File: config.mk
export PLATFORM = sky130hd
export DESIGN_NAME = line_wr_seq
export DESIGN_NICKNAME = d
export VERILOG_FILES = /design/src/rtl/lws_pkg.sv /design/src/rtl/lws_ingress.sv /design/src/rtl/lws_track.sv /design/src/rtl/lws_egress.sv /design/src/rtl/line_wr_seq.sv
export SDC_FILE = /design/constraint.sdc
export NUM_CORES = 1
export LEC_CHECK = 0
export CORE_MARGIN = 2
export CORE_UTILIZATION = 50
export DETAILED_ROUTE_END_ITERATION = 10
export GPL_ROUTABILITY_DRIVEN = 0
export HOLD_SLACK_MARGIN = 0.15
export PLACE_DENSITY = 0.86
export REMOVE_ABC_BUFFERS = 1
export SETUP_SLACK_MARGIN = 0.4
export SLEW_MARGIN = 20
export SYNTH_ARGS = -nofsm -noshare
export SYNTH_HDL_FRONTEND = slang
export SYNTH_SLANG_ARGS = --single-unit
File: constraint.sdc
create_clock -name clk -period 3.05 [get_ports clk]
set_input_delay 0.61 -clock clk [delete_from_list [all_inputs] [get_ports clk]]
set_output_delay 0.61 -clock clk [all_outputs]
set_load 0.005 [all_outputs]
File: src/rtl/lws_pkg.sv
package lws_pkg;

  typedef enum logic [1:0] {
    EG_IDLE = 2'd0,
    EG_RUN  = 2'd1,
    EG_DONE = 2'd2
  } eg_state_t;

endpackage

File: src/rtl/lws_ingress.sv
module lws_ingress #(
  parameter int PIX_W       = 24,
  parameter int LINE_PIX    = 512,
  parameter int FRAME_LINES = 1024
) (
  input  logic                                         clk,
  input  logic                                         rst,
  input  logic                                         frame_start,
  input  logic                                         in_valid,
  input  logic [PIX_W-1:0]                             in_data,
  output logic                                         in_ready,
  output logic                                         wr_valid,
  output logic [$clog2(LINE_PIX*FRAME_LINES)-1:0]      wr_addr,
  output logic [PIX_W-1:0]                             wr_data,
  input  logic                                         wr_ready,
  output logic                                         overflow
);
  localparam int PIX_CW = $clog2(LINE_PIX);
  localparam int LIDX_W = $clog2(FRAME_LINES);
  localparam int ADDR_W = PIX_CW + LIDX_W;
  localparam logic [PIX_CW-1:0] PIX_LAST  = PIX_CW'(LINE_PIX - 1);
  localparam logic [LIDX_W:0]   LINE_FULL = (LIDX_W+1)'(FRAME_LINES);

  logic [LIDX_W:0]    line_q;
  logic [PIX_CW-1:0]  pix_q;
  logic               wr_valid_q;
  logic [ADDR_W-1:0]  wr_addr_q;
  logic [PIX_W-1:0]   wr_data_q;
  logic               ovf_q;
  logic               take;
  logic               full;
  logic               pix_last;

  // The output register may refill in the same cycle it drains
  assign in_ready = !frame_start && (!wr_valid_q || wr_ready);
  assign take     = in_valid && in_ready;
  assign full     = (line_q == LINE_FULL);
  assign pix_last = (pix_q == PIX_LAST);

  always_ff @(posedge clk) begin
    if (rst) begin
      line_q     <= '0;
      pix_q      <= '0;
      wr_valid_q <= 1'b0;
      wr_addr_q  <= '0;
      wr_data_q  <= '0;
      ovf_q      <= 1'b0;
    end else begin
      if (wr_valid_q && wr_ready) begin
        wr_valid_q <= 1'b0;
      end
      if (frame_start) begin
        line_q <= '0;
        pix_q  <= '0;
      end else if (take) begin
        if (full) begin
          ovf_q <= 1'b1;
        end else begin
          wr_valid_q <= 1'b1;
          wr_addr_q  <= {line_q[LIDX_W-1:0], pix_q};
          wr_data_q  <= in_data;
          if (pix_last) begin
            pix_q  <= '0;
            line_q <= line_q + 1'b1;
          end else begin
            pix_q <= pix_q + 1'b1;
          end
        end
      end
    end
  end

  assign wr_valid = wr_valid_q;
  assign wr_addr  = wr_addr_q;
  assign wr_data  = wr_data_q;
  assign overflow = ovf_q;

endmodule

File: src/rtl/lws_track.sv
module lws_track #(
  parameter int LINE_PIX    = 512,
  parameter int FRAME_LINES = 1024
) (
  input  logic                                     clk,
  input  logic                                     rst,
  input  logic                                     frame_start,
  input  logic                                     wr_fire,
  input  logic [$clog2(LINE_PIX*FRAME_LINES)-1:0]  wr_addr,
  output logic                                     line_irq,
  output logic [$clog2(FRAME_LINES)-1:0]           line_irq_idx,
  output logic [$clog2(FRAME_LINES):0]             lines_done,
  output logic                                     half_go
);
  localparam int PIX_CW = $clog2(LINE_PIX);
  localparam int LIDX_W = $clog2(FRAME_LINES);
  localparam int ADDR_W = PIX_CW + LIDX_W;
  localparam logic [PIX_CW-1:0] PIX_LAST = PIX_CW'(LINE_PIX - 1);
  localparam logic [LIDX_W:0]   HALF_M1  = (LIDX_W+1)'(FRAME_LINES/2 - 1);

  logic               fire_last;
  logic               irq_q;
  logic [LIDX_W-1:0]  idx_q;
  logic [LIDX_W:0]    done_q;
  logic               go_q;

  // A line is finished only when memory takes its final word
  assign fire_last = wr_fire && (wr_addr[PIX_CW-1:0] == PIX_LAST);

  always_ff @(posedge clk) begin
    if (rst) begin
      irq_q  <= 1'b0;
      idx_q  <= '0;
      done_q <= '0;
      go_q   <= 1'b0;
    end else begin
      irq_q <= fire_last;
      go_q  <= 1'b0;
      if (fire_last) begin
        idx_q <= wr_addr[ADDR_W-1:PIX_CW];
      end
      if (frame_start) begin
        done_q <= '0;
      end else if (fire_last) begin
        done_q <= done_q + 1'b1;
        if (done_q == HALF_M1) begin
          go_q <= 1'b1;
        end
      end
    end
  end

  assign line_irq     = irq_q;
  assign line_irq_idx = idx_q;
  assign lines_done   = done_q;
  assign half_go      = go_q;

endmodule

File: src/rtl/lws_egress.sv
module lws_egress
  import lws_pkg::*;
#(
  parameter int PIX_W       = 24,
  parameter int LINE_PIX    = 512,
  parameter int FRAME_LINES = 1024
) (
  input  logic                                     clk,
  input  logic                                     rst,
  input  logic                                     frame_start,
  input  logic                                     half_go,
  input  logic [$clog2(FRAME_LINES):0]             lines_done,
  output logic                                     rd_valid,
  output logic [$clog2(LINE_PIX*FRAME_LINES)-1:0]  rd_addr,
  input  logic                                     rd_ready,
  input  logic                                     rd_rsp_valid,
  input  logic [PIX_W-1:0]                         rd_rsp_data,
  output logic                                     out_valid,
  output logic [PIX_W-1:0]                         out_data
);
  localparam int PIX_CW = $clog2(LINE_PIX);
  localparam int LIDX_W = $clog2(FRAME_LINES);
  localparam int ADDR_W = PIX_CW + LIDX_W;
  localparam logic [PIX_CW-1:0] PIX_LAST  = PIX_CW'(LINE_PIX - 1);
  localparam logic [LIDX_W:0]   LINE_LAST = (LIDX_W+1)'(FRAME_LINES - 1);

  eg_state_t          st_q;
  logic [LIDX_W:0]    line_q;
  logic [PIX_CW-1:0]  pix_q;
  logic               rd_valid_q;
  logic [ADDR_W-1:0]  rd_addr_q;
  logic               out_valid_q;
  logic [PIX_W-1:0]   out_data_q;
  logic               avail;
  logic               adv;

  // Only lines already reported complete may be read
  assign avail = (st_q == EG_RUN) && (line_q < lines_done);
  assign adv   = !rd_valid_q || rd_ready;

  always_ff @(posedge clk) begin
    if (rst) begin
      st_q        <= EG_IDLE;
      line_q      <= '0;
      pix_q       <= '0;
      rd_valid_q  <= 1'b0;
      rd_addr_q   <= '0;
      out_valid_q <= 1'b0;
      out_data_q  <= '0;
    end else begin
      out_valid_q <= rd_rsp_valid;
      out_data_q  <= rd_rsp_data;
      if (frame_start) begin
        st_q       <= EG_IDLE;
        line_q     <= '0;
        pix_q      <= '0;
        rd_valid_q <= 1'b0;
      end else begin
        if (st_q == EG_IDLE && half_go) begin
          st_q <= EG_RUN;
        end
        if (adv) begin
          rd_valid_q <= avail;
          if (avail) begin
            rd_addr_q <= {line_q[LIDX_W-1:0], pix_q};
            if (pix_q == PIX_LAST) begin
              pix_q  <= '0;
              line_q <= line_q + 1'b1;
              if (line_q == LINE_LAST) begin
                st_q <= EG_DONE;
              end
            end else begin
              pix_q <= pix_q + 1'b1;
            end
          end
        end
      end
    end
  end

  assign rd_valid  = rd_valid_q;
  assign rd_addr   = rd_addr_q;
  assign out_valid = out_valid_q;
  assign out_data  = out_data_q;

endmodule

File: src/rtl/line_wr_seq.sv
module line_wr_seq #(
  parameter int PIX_W       = 24,
  parameter int LINE_PIX    = 512,
  parameter int FRAME_LINES = 1024
) (
  input  logic                                     clk,
  input  logic                                     rst,
  input  logic                                     frame_start,
  input  logic                                     in_valid,
  input  logic [PIX_W-1:0]                         in_data,
  output logic                                     in_ready,
  output logic                                     wr_valid,
  output logic [$clog2(LINE_PIX*FRAME_LINES)-1:0]  wr_addr,
  output logic [PIX_W-1:0]                         wr_data,
  input  logic                                     wr_ready,
  output logic                                     rd_valid,
  output logic [$clog2(LINE_PIX*FRAME_LINES)-1:0]  rd_addr,
  input  logic                                     rd_ready,
  input  logic                                     rd_rsp_valid,
  input  logic [PIX_W-1:0]                         rd_rsp_data,
  output logic                                     out_valid,
  output logic [PIX_W-1:0]                         out_data,
  output logic                                     line_irq,
  output logic [$clog2(FRAME_LINES)-1:0]           line_irq_idx,
  output logic                                     overflow
);
  localparam int LIDX_W = $clog2(FRAME_LINES);

  logic              wr_fire;
  logic [LIDX_W:0]   lines_done;
  logic              half_go;

  assign wr_fire = wr_valid && wr_ready;

  lws_ingress #(
    .PIX_W(PIX_W), .LINE_PIX(LINE_PIX), .FRAME_LINES(FRAME_LINES)
  ) u_ingress (
    .clk(clk), .rst(rst), .frame_start(frame_start),
    .in_valid(in_valid), .in_data(in_data), .in_ready(in_ready),
    .wr_valid(wr_valid), .wr_addr(wr_addr), .wr_data(wr_data),
    .wr_ready(wr_ready), .overflow(overflow)
  );

  lws_track #(
    .LINE_PIX(LINE_PIX), .FRAME_LINES(FRAME_LINES)
  ) u_track (
    .clk(clk), .rst(rst), .frame_start(frame_start),
    .wr_fire(wr_fire), .wr_addr(wr_addr),
    .line_irq(line_irq), .line_irq_idx(line_irq_idx),
    .lines_done(lines_done), .half_go(half_go)
  );

  lws_egress #(
    .PIX_W(PIX_W), .LINE_PIX(LINE_PIX), .FRAME_LINES(FRAME_LINES)
  ) u_egress (
    .clk(clk), .rst(rst), .frame_start(frame_start),
    .half_go(half_go), .lines_done(lines_done),
    .rd_valid(rd_valid), .rd_addr(rd_addr), .rd_ready(rd_ready),
    .rd_rsp_valid(rd_rsp_valid), .rd_rsp_data(rd_rsp_data),
    .out_valid(out_valid), .out_data(out_data)
  );

endmodule

Word level (Yosys, flattened, before mapping)
Cells that the tools add are included.
{"block": "word_totals", "elab_cells": 66, "reg_bits": 155, "in_bits": 55}
{"block": "op_classes", "n_reduce_logical": 21, "eq_ne": 7, "muxes": 12, "bitwise": 3, "order_cmp": 1, "n_addsub": 5}
{"operator": "adder 11 x 1 -> 11 bit (second input constant)", "n": 3}
{"operator": "equality test 9 bit (second input constant)", "n": 3}
{"operator": "adder 9 x 1 -> 9 bit (second input constant)", "n": 2}
{"operator": "2-to-1 mux 9 bit", "n": 2}
{"operator": "AND reduction 3 bit", "n": 5}
{"operator": "equality test 11 x 10 -> 1 bit (second input constant)", "n": 1}
{"operator": "equality test 11 bit (second input constant)", "n": 1}
{"operator": "equality test 11 x 9 -> 1 bit (second input constant)", "n": 1}
{"operator": "< comparator 11 bit", "n": 1}
{"operator": "2-to-1 mux 2 bit", "n": 5}
{"operator": "logical AND 1 bit", "n": 6}
{"operator": "2-to-1 mux 1 bit", "n": 5}
{"operator": "AND reduction 2 bit", "n": 2}
{"operator": "zero test 1 bit", "n": 3}
{"operator": "inverter 1 bit", "n": 3}
{"operator": "OR reduction 3 bit", "n": 1}
{"operator": "equality test 2 x 1 -> 1 bit (second input constant)", "n": 1}
{"operator": "zero test 2 bit", "n": 1}
{"operator": "logical OR 1 bit", "n": 2}
{"operator": "OR reduction 2 bit", "n": 1}

Depth between registers and ports, before layout
{"block": "logic_depth", "depth_word": 7, "depth_mapped": 10, "depth_no_buf": 10}

By module
Synthesis repeated with hierarchy kept, for this count alone.
{"block": "unflattened", "cells_unflattened": 766, "hier_area_um2": 6800.3}
{"mod": "lws_ingress", "cells_each": 342, "instances": 1, "area_per_inst_um2": 2937.8, "seq_area_each_um2": 1301.2}
{"mod": "lws_egress", "cells_each": 309, "instances": 1, "area_per_inst_um2": 2921.6, "seq_area_each_um2": 1341.3}
{"mod": "lws_track", "cells_each": 114, "instances": 1, "area_per_inst_um2": 934.6, "seq_area_each_um2": 460.4}
{"mod": "line_wr_seq", "cells_each": 1, "instances": 1, "area_per_inst_um2": 6.3, "seq_area_each_um2": 0.0}

Least setup slack after synthesis
OpenSTA, ideal clock, no wires.
{"block": "synth_timing", "path_kind": "flip-flop to flip-flop", "startpoint": "reg u_egress.pix_q[0]", "endpoint": "reg u_egress.line_q[10]", "t_arrival_ps": 2180, "setup_slack_ps": 798, "required_time_ps": 2978, "path_buffers": 0, "stages_incl_launch_ff": 10, "cell_sequence": "dfxtp_1 > ha_1 > and3_1 > and3_1 > and3_1 > ha_1 > and4_1 > nand4_1 > a2111oi_0 > mux2i_1"}
{"block": "synth_via", "elab_chain_cells": 2}
{"element": "start: declaration", "line": "lws_egress.sv:29", "source": "logic [PIX_CW-1:0] pix_q;"}
{"element": "start signal: assignment", "line": "lws_egress.sv:73", "source": "pix_q <= pix_q + 1'b1;"}
{"element": "equality test 9 bit", "line": "lws_egress.sv:66", "source": "if (pix_q == PIX_LAST) begin"}
{"element": "AND reduction 3 bit (no line)"}
{"element": "end signal: assignment", "line": "lws_egress.sv:68", "source": "line_q <= line_q + 1'b1;"}
{"element": "end: declaration", "line": "lws_egress.sv:28", "source": "logic [LIDX_W:0] line_q;"}
Every way passes these cells.
A chain may end at the register's enable or synchronous reset.

Final worst setup path
{"block": "layout_timing", "startpoint": "reg u_track.done_q[9] (netlist: u_track.lines_done[9])", "endpoint": "reg u_egress.rd_addr_q[6] (netlist: u_egress.rd_addr[6])"}
{"block": "layout_via", "elab_chain_cells": 3}
{"element": "start: declaration", "line": "lws_track.sv:24", "source": "logic [LIDX_W:0] done_q;"}
{"element": "start signal: assignment", "line": "lws_track.sv:45", "source": "done_q <= done_q + 1'b1;"}
{"element": "< comparator 11 bit", "line": "lws_egress.sv:38", "source": "assign avail = (st_q == EG_RUN) && (line_q < lines_done);"}
{"element": "logical AND 1 bit", "line": "lws_egress.sv:38"}
{"element": "AND reduction 3 bit (no line)"}
{"element": "end signal: assignment", "line": "lws_egress.sv:65", "source": "rd_addr_q <= {line_q[LIDX_W-1:0], pix_q};"}
{"element": "end: declaration", "line": "lws_egress.sv:31", "source": "logic [ADDR_W-1:0] rd_addr_q;"}
Every way passes these cells.

==> metrics.log <==
[metrics] placed wire-length estimate after detailed placement: 10.5 mm
[metrics] Filler Cell Count: 1011
[metrics] number of routed nets with antenna violations: 0
[metrics] shortest clock period the worst path allows after layout: 2.49 ns
[metrics] sequential cell area fraction in the yosys report: 0.471
[metrics] min-delay worst type: reg2reg
[metrics] nets: 954
[metrics] Hold Path Depth: 1
[metrics] cell type contributing the most total cell area after synthesis: sky130_fd_sc_hd__dfxtp_1
[metrics] number of setup violations in the final report: 0
[metrics] buffer type at the clock tree root: sky130_fd_sc_hd__clkbuf_16
[metrics] layout overhead on the synthesized area: 35.3%
[metrics] largest voltage drop on the vdd net: about 360 uV
[metrics] CTS tree: yes
[metrics] clock buffer depth: 2
[metrics] post-synthesis average cell area: approximately 9.0 sq um
[metrics] final setup slack of the worst path: 0.557 ns
[metrics] count of buffers inserted at the top-level ports: 156
[metrics] grt total ovfl: 0
[metrics] master of the slowest instance on the critical path: sky130_fd_sc_hd__a2111oi_4
[metrics] clock latency reported for the late side of the worst-skew pair: 0.42 ns
[metrics] EDFF count, synth: 0
[metrics] number of global-route vias before repair: roughly 5500
[metrics] top_reg_cell synth: sky130_fd_sc_hd__dfxtp_1
[metrics] Via density: around 5.3
[metrics] arrival time at the worst endpoint: between 2 and 3 ns
[metrics] ordered cell list for the critical path: inv_1, ha_1, a21o_1, o21ai_4, nand2_4, a2111oi_4, buf_12, mux2i_1
[metrics] core box area: 12700 sq um
[metrics] number of buffers added by the clock tree synthesis step: 17
[metrics] Fin. Hold Viols: 0
[metrics] Leakage: between 3 and 4 nW
[metrics] post-CTS setup buffer count: 0
[metrics] die span in y: 119 microns
[metrics] pwr dens: 511 nW/um^2
[metrics] count of pins on the block boundary: 157
[metrics] flop and latch count out of synthesis: around 160
[metrics] Tot Pwr: 4.55 mW
[metrics] H-Tree Depth: 4
[metrics] fmax: 0.401 GHz
[metrics] Initial Utilization: 0.518
[metrics] number of vias after detailed routing: 5609
[metrics] row cnt: 41
[metrics] number of buffers inserted for hold repair after clock tree synthesis: 0
[metrics] post-synthesis instance total: ~740
[metrics] share of post-route cells with drive strength above 1: 0.0673
[metrics] remaining routing DRC violations: 0
[metrics] routed length per placed instance: roughly 15 microns
[metrics] clock transition at the registers of the reported paths: around 0.060 ns
[metrics] number of distinct standard cells referenced by the synthesized netlist: 49
[metrics] overall fraction of global-route tracks in use: 0.226
[metrics] setup repair after global routing missed its margin: false
[metrics] initial antenna violation count: 0
[metrics] pin slew with the least headroom to its limit: 0.679 ns
[metrics] number of warnings printed during yosys synthesis: 0
[metrics] area fraction of the dominant cell type after synthesis: 0.471
[metrics] ys async rst share: 0
[metrics] critical path's largest stage delay: 0.58 ns
[metrics] register cell area after layout: 3100 sq um
[metrics] max-slew violation count: 0
[metrics] status: finished, final reports clean
[metrics] Die Width: 119 microns
[metrics] clock sink count: 155
[metrics] post-synthesis cell area: 6590 sq um
[metrics] kind of critical path: reg2reg
[metrics] initial DRC count: ~300
[metrics] sort of element at the start of the critical path: flip-flop
[metrics] die area: 14100 sq um
[metrics] leading post-synthesis cells by cell area: sky130_fd_sc_hd__dfxtp_1 47%, sky130_fd_sc_hd__nand2_1 7.2%, sky130_fd_sc_hd__mux2i_1 6.5%, sky130_fd_sc_hd__a21oi_1 4.2%, sky130_fd_sc_hd__nand2b_1 3.9%
[metrics] Post-Route Skew: 0.00755 ns
[metrics] router iterations before antenna repair: 4
[metrics] worst-case reg-to-reg path depth: 8
[metrics] worst endpoint required time: 3.39 ns
[metrics] Design Area, Final: 8910 sq um
[metrics] count of max-cap constraint violations: 0
[metrics] number of inserted diodes: 0
[metrics] worst-case setup slack after placement: between 0.5 and 0.6 ns
[metrics] endpoint kind of the worst setup timing path: flip-flop
[metrics] crit path max fanout: 17
[metrics] sum of negative setup slack: 0 ns
[metrics] final critical-path share of the clock period: 0.818
[metrics] final WL: ~16 mm
[metrics] largest net degree at the start of global routing: 76
[metrics] first-pass GRT wire length: 26.3 mm
[metrics] area taken by multi-input logic gates: approximately 3200 sq um
[metrics] max-slew headroom at the worst pin: 0.546
[metrics] Placed Area: 8270 sq um
## metal layers
layer  track usage  vias up  routed length, microns
li1              -     2789                       -
met1         0.274     2611                    6580
met2         0.375      189                    7540
met3        0.0801       20                    1210
met4        0.0729        0                     227
met5             0        -                       0
## power breakdown
| group | internal [mW] | switching [mW] |
|---|---|---|
| clock network | 1.40 | 0.818 |
| registers | 2.06 | 0.0127 |
| logic | 0.154 | 0.108 |
| total | 3.62 | 0.939 |
## repair_timing
| item | 4_1_cts | 5_1_grt |
|---|---|---|
| endpoints found under the hold margin | 0 | 0 |
| gates resized for setup | 0 | 5 |
| endpoints found under the setup margin | 0 | 6 |
## path summary, 6_finish.rpt
kind | from | endpoint | slack (ns)
worst min register to register | u_track.lines_done[10] | u_track.half_go | 0.43
worst max-delay path | u_track.lines_done[9] | u_egress.rd_addr[6] | 0.56
worst min-delay path | u_track.lines_done[10] | u_track.half_go | 0.43
worst max register to register | u_track.lines_done[9] | u_egress.rd_addr[6] | 0.56
## layout by cell type (no fill, tap or decap), drive strengths merged, types with 18 or more instances in the layout
cell / synthesis / routed
clkdlybuf4s50: 0 / 155
dfxtp: 155 / 155
nand2: 128 / 128
a21oi: 55 / 55
nor2: 52 / 52
mux2i: 43 / 43
nand2b: 41 / 41
nor2b: 29 / 29
xnor2: 22 / 22
clkbuf: 24 / 19
nand3: 18 / 18
ha: 18 / 18
## kinds of logic (layout without fill, tap and decap cells)
| logic type | count (synthesis) | count (layout) | share of synthesized area |
|---|---|---|---|
| AO/OA/AOI/OAI | 96 | 96 | 0.0965 |
| XOR/XNOR | 25 | 25 | 0.0333 |
| adder cells (fa/ha/maj) | 18 | 18 | 0.0342 |
| buffers and inverters | 58 | 215 | 0.0420 |
| flip-flops | 155 | 155 | 0.471 |
| multiplexers | 43 | 43 | 0.0654 |
| AND/OR/NAND/NOR | 340 | 340 | 0.257 |
## metrics by stage
step                utilization  instances  hold slack [ns]
floorplan                     -        692            0.397
global route              0.700       1064            0.472
finish                    0.700       1064            0.433
detailed placement        0.650       1034            0.413
global placement          0.650       1034            0.420
CTS                       0.699       1064            0.433
## critical path, delay by kind of cell (launching register included)
family                   cells  cell delay (ns)
multiplexers                 1             0.20
flip-flops                   1             0.36
AO/OA/AOI/OAI                3             0.98
buffers and inverters        2             0.34
adder cells (fa/ha/maj)      1             0.35
AND/OR/NAND/NOR              1             0.19
## area by class of cell
cell class	instances	share of cell area
Sequential cell	155	0.349
Tap cell	172	0.0242
Multi-Input combinational cell	522	0.362
Inverter	15	0.00632
Clock inverter	11	0.0188
Timing Repair Buffer	170	0.190
Clock buffer	19	0.0508
## synth_stat cells, drive strengths merged, types with 3 or more instances
library cell,instances
nand3,18
xor2,3
buf,19
inv,15
a211oi,9
nand2b,41
clkbuf,24
mux2i,43
and4,5
nand4,16
nor4,8
or3,12
nand2,128
xnor2,22
o2bb2ai,6
nor3,11
nor2b,29
o21ai,10
nor3b,4
and3,7
a21o,3
dfxtp,155
nand3b,3
a2111oi,5
nor2,52
a21oi,55
ha,18
## registers in the layout (all words and copies together) (netlist names), 10 cells and up
| signal | cells |
|---|---|
| u_egress.rd_addr | 19 |
| u_ingress.wr_addr | 19 |
| u_track.lines_done | 11 |
| u_track.line_irq_idx | 10 |
| u_ingress.wr_data | 24 |
| u_egress.line_q | 11 |
| u_ingress.line_q | 11 |
| u_egress.out_data | 24 |
Note: power is estimated with default switching activity, not from simulation.
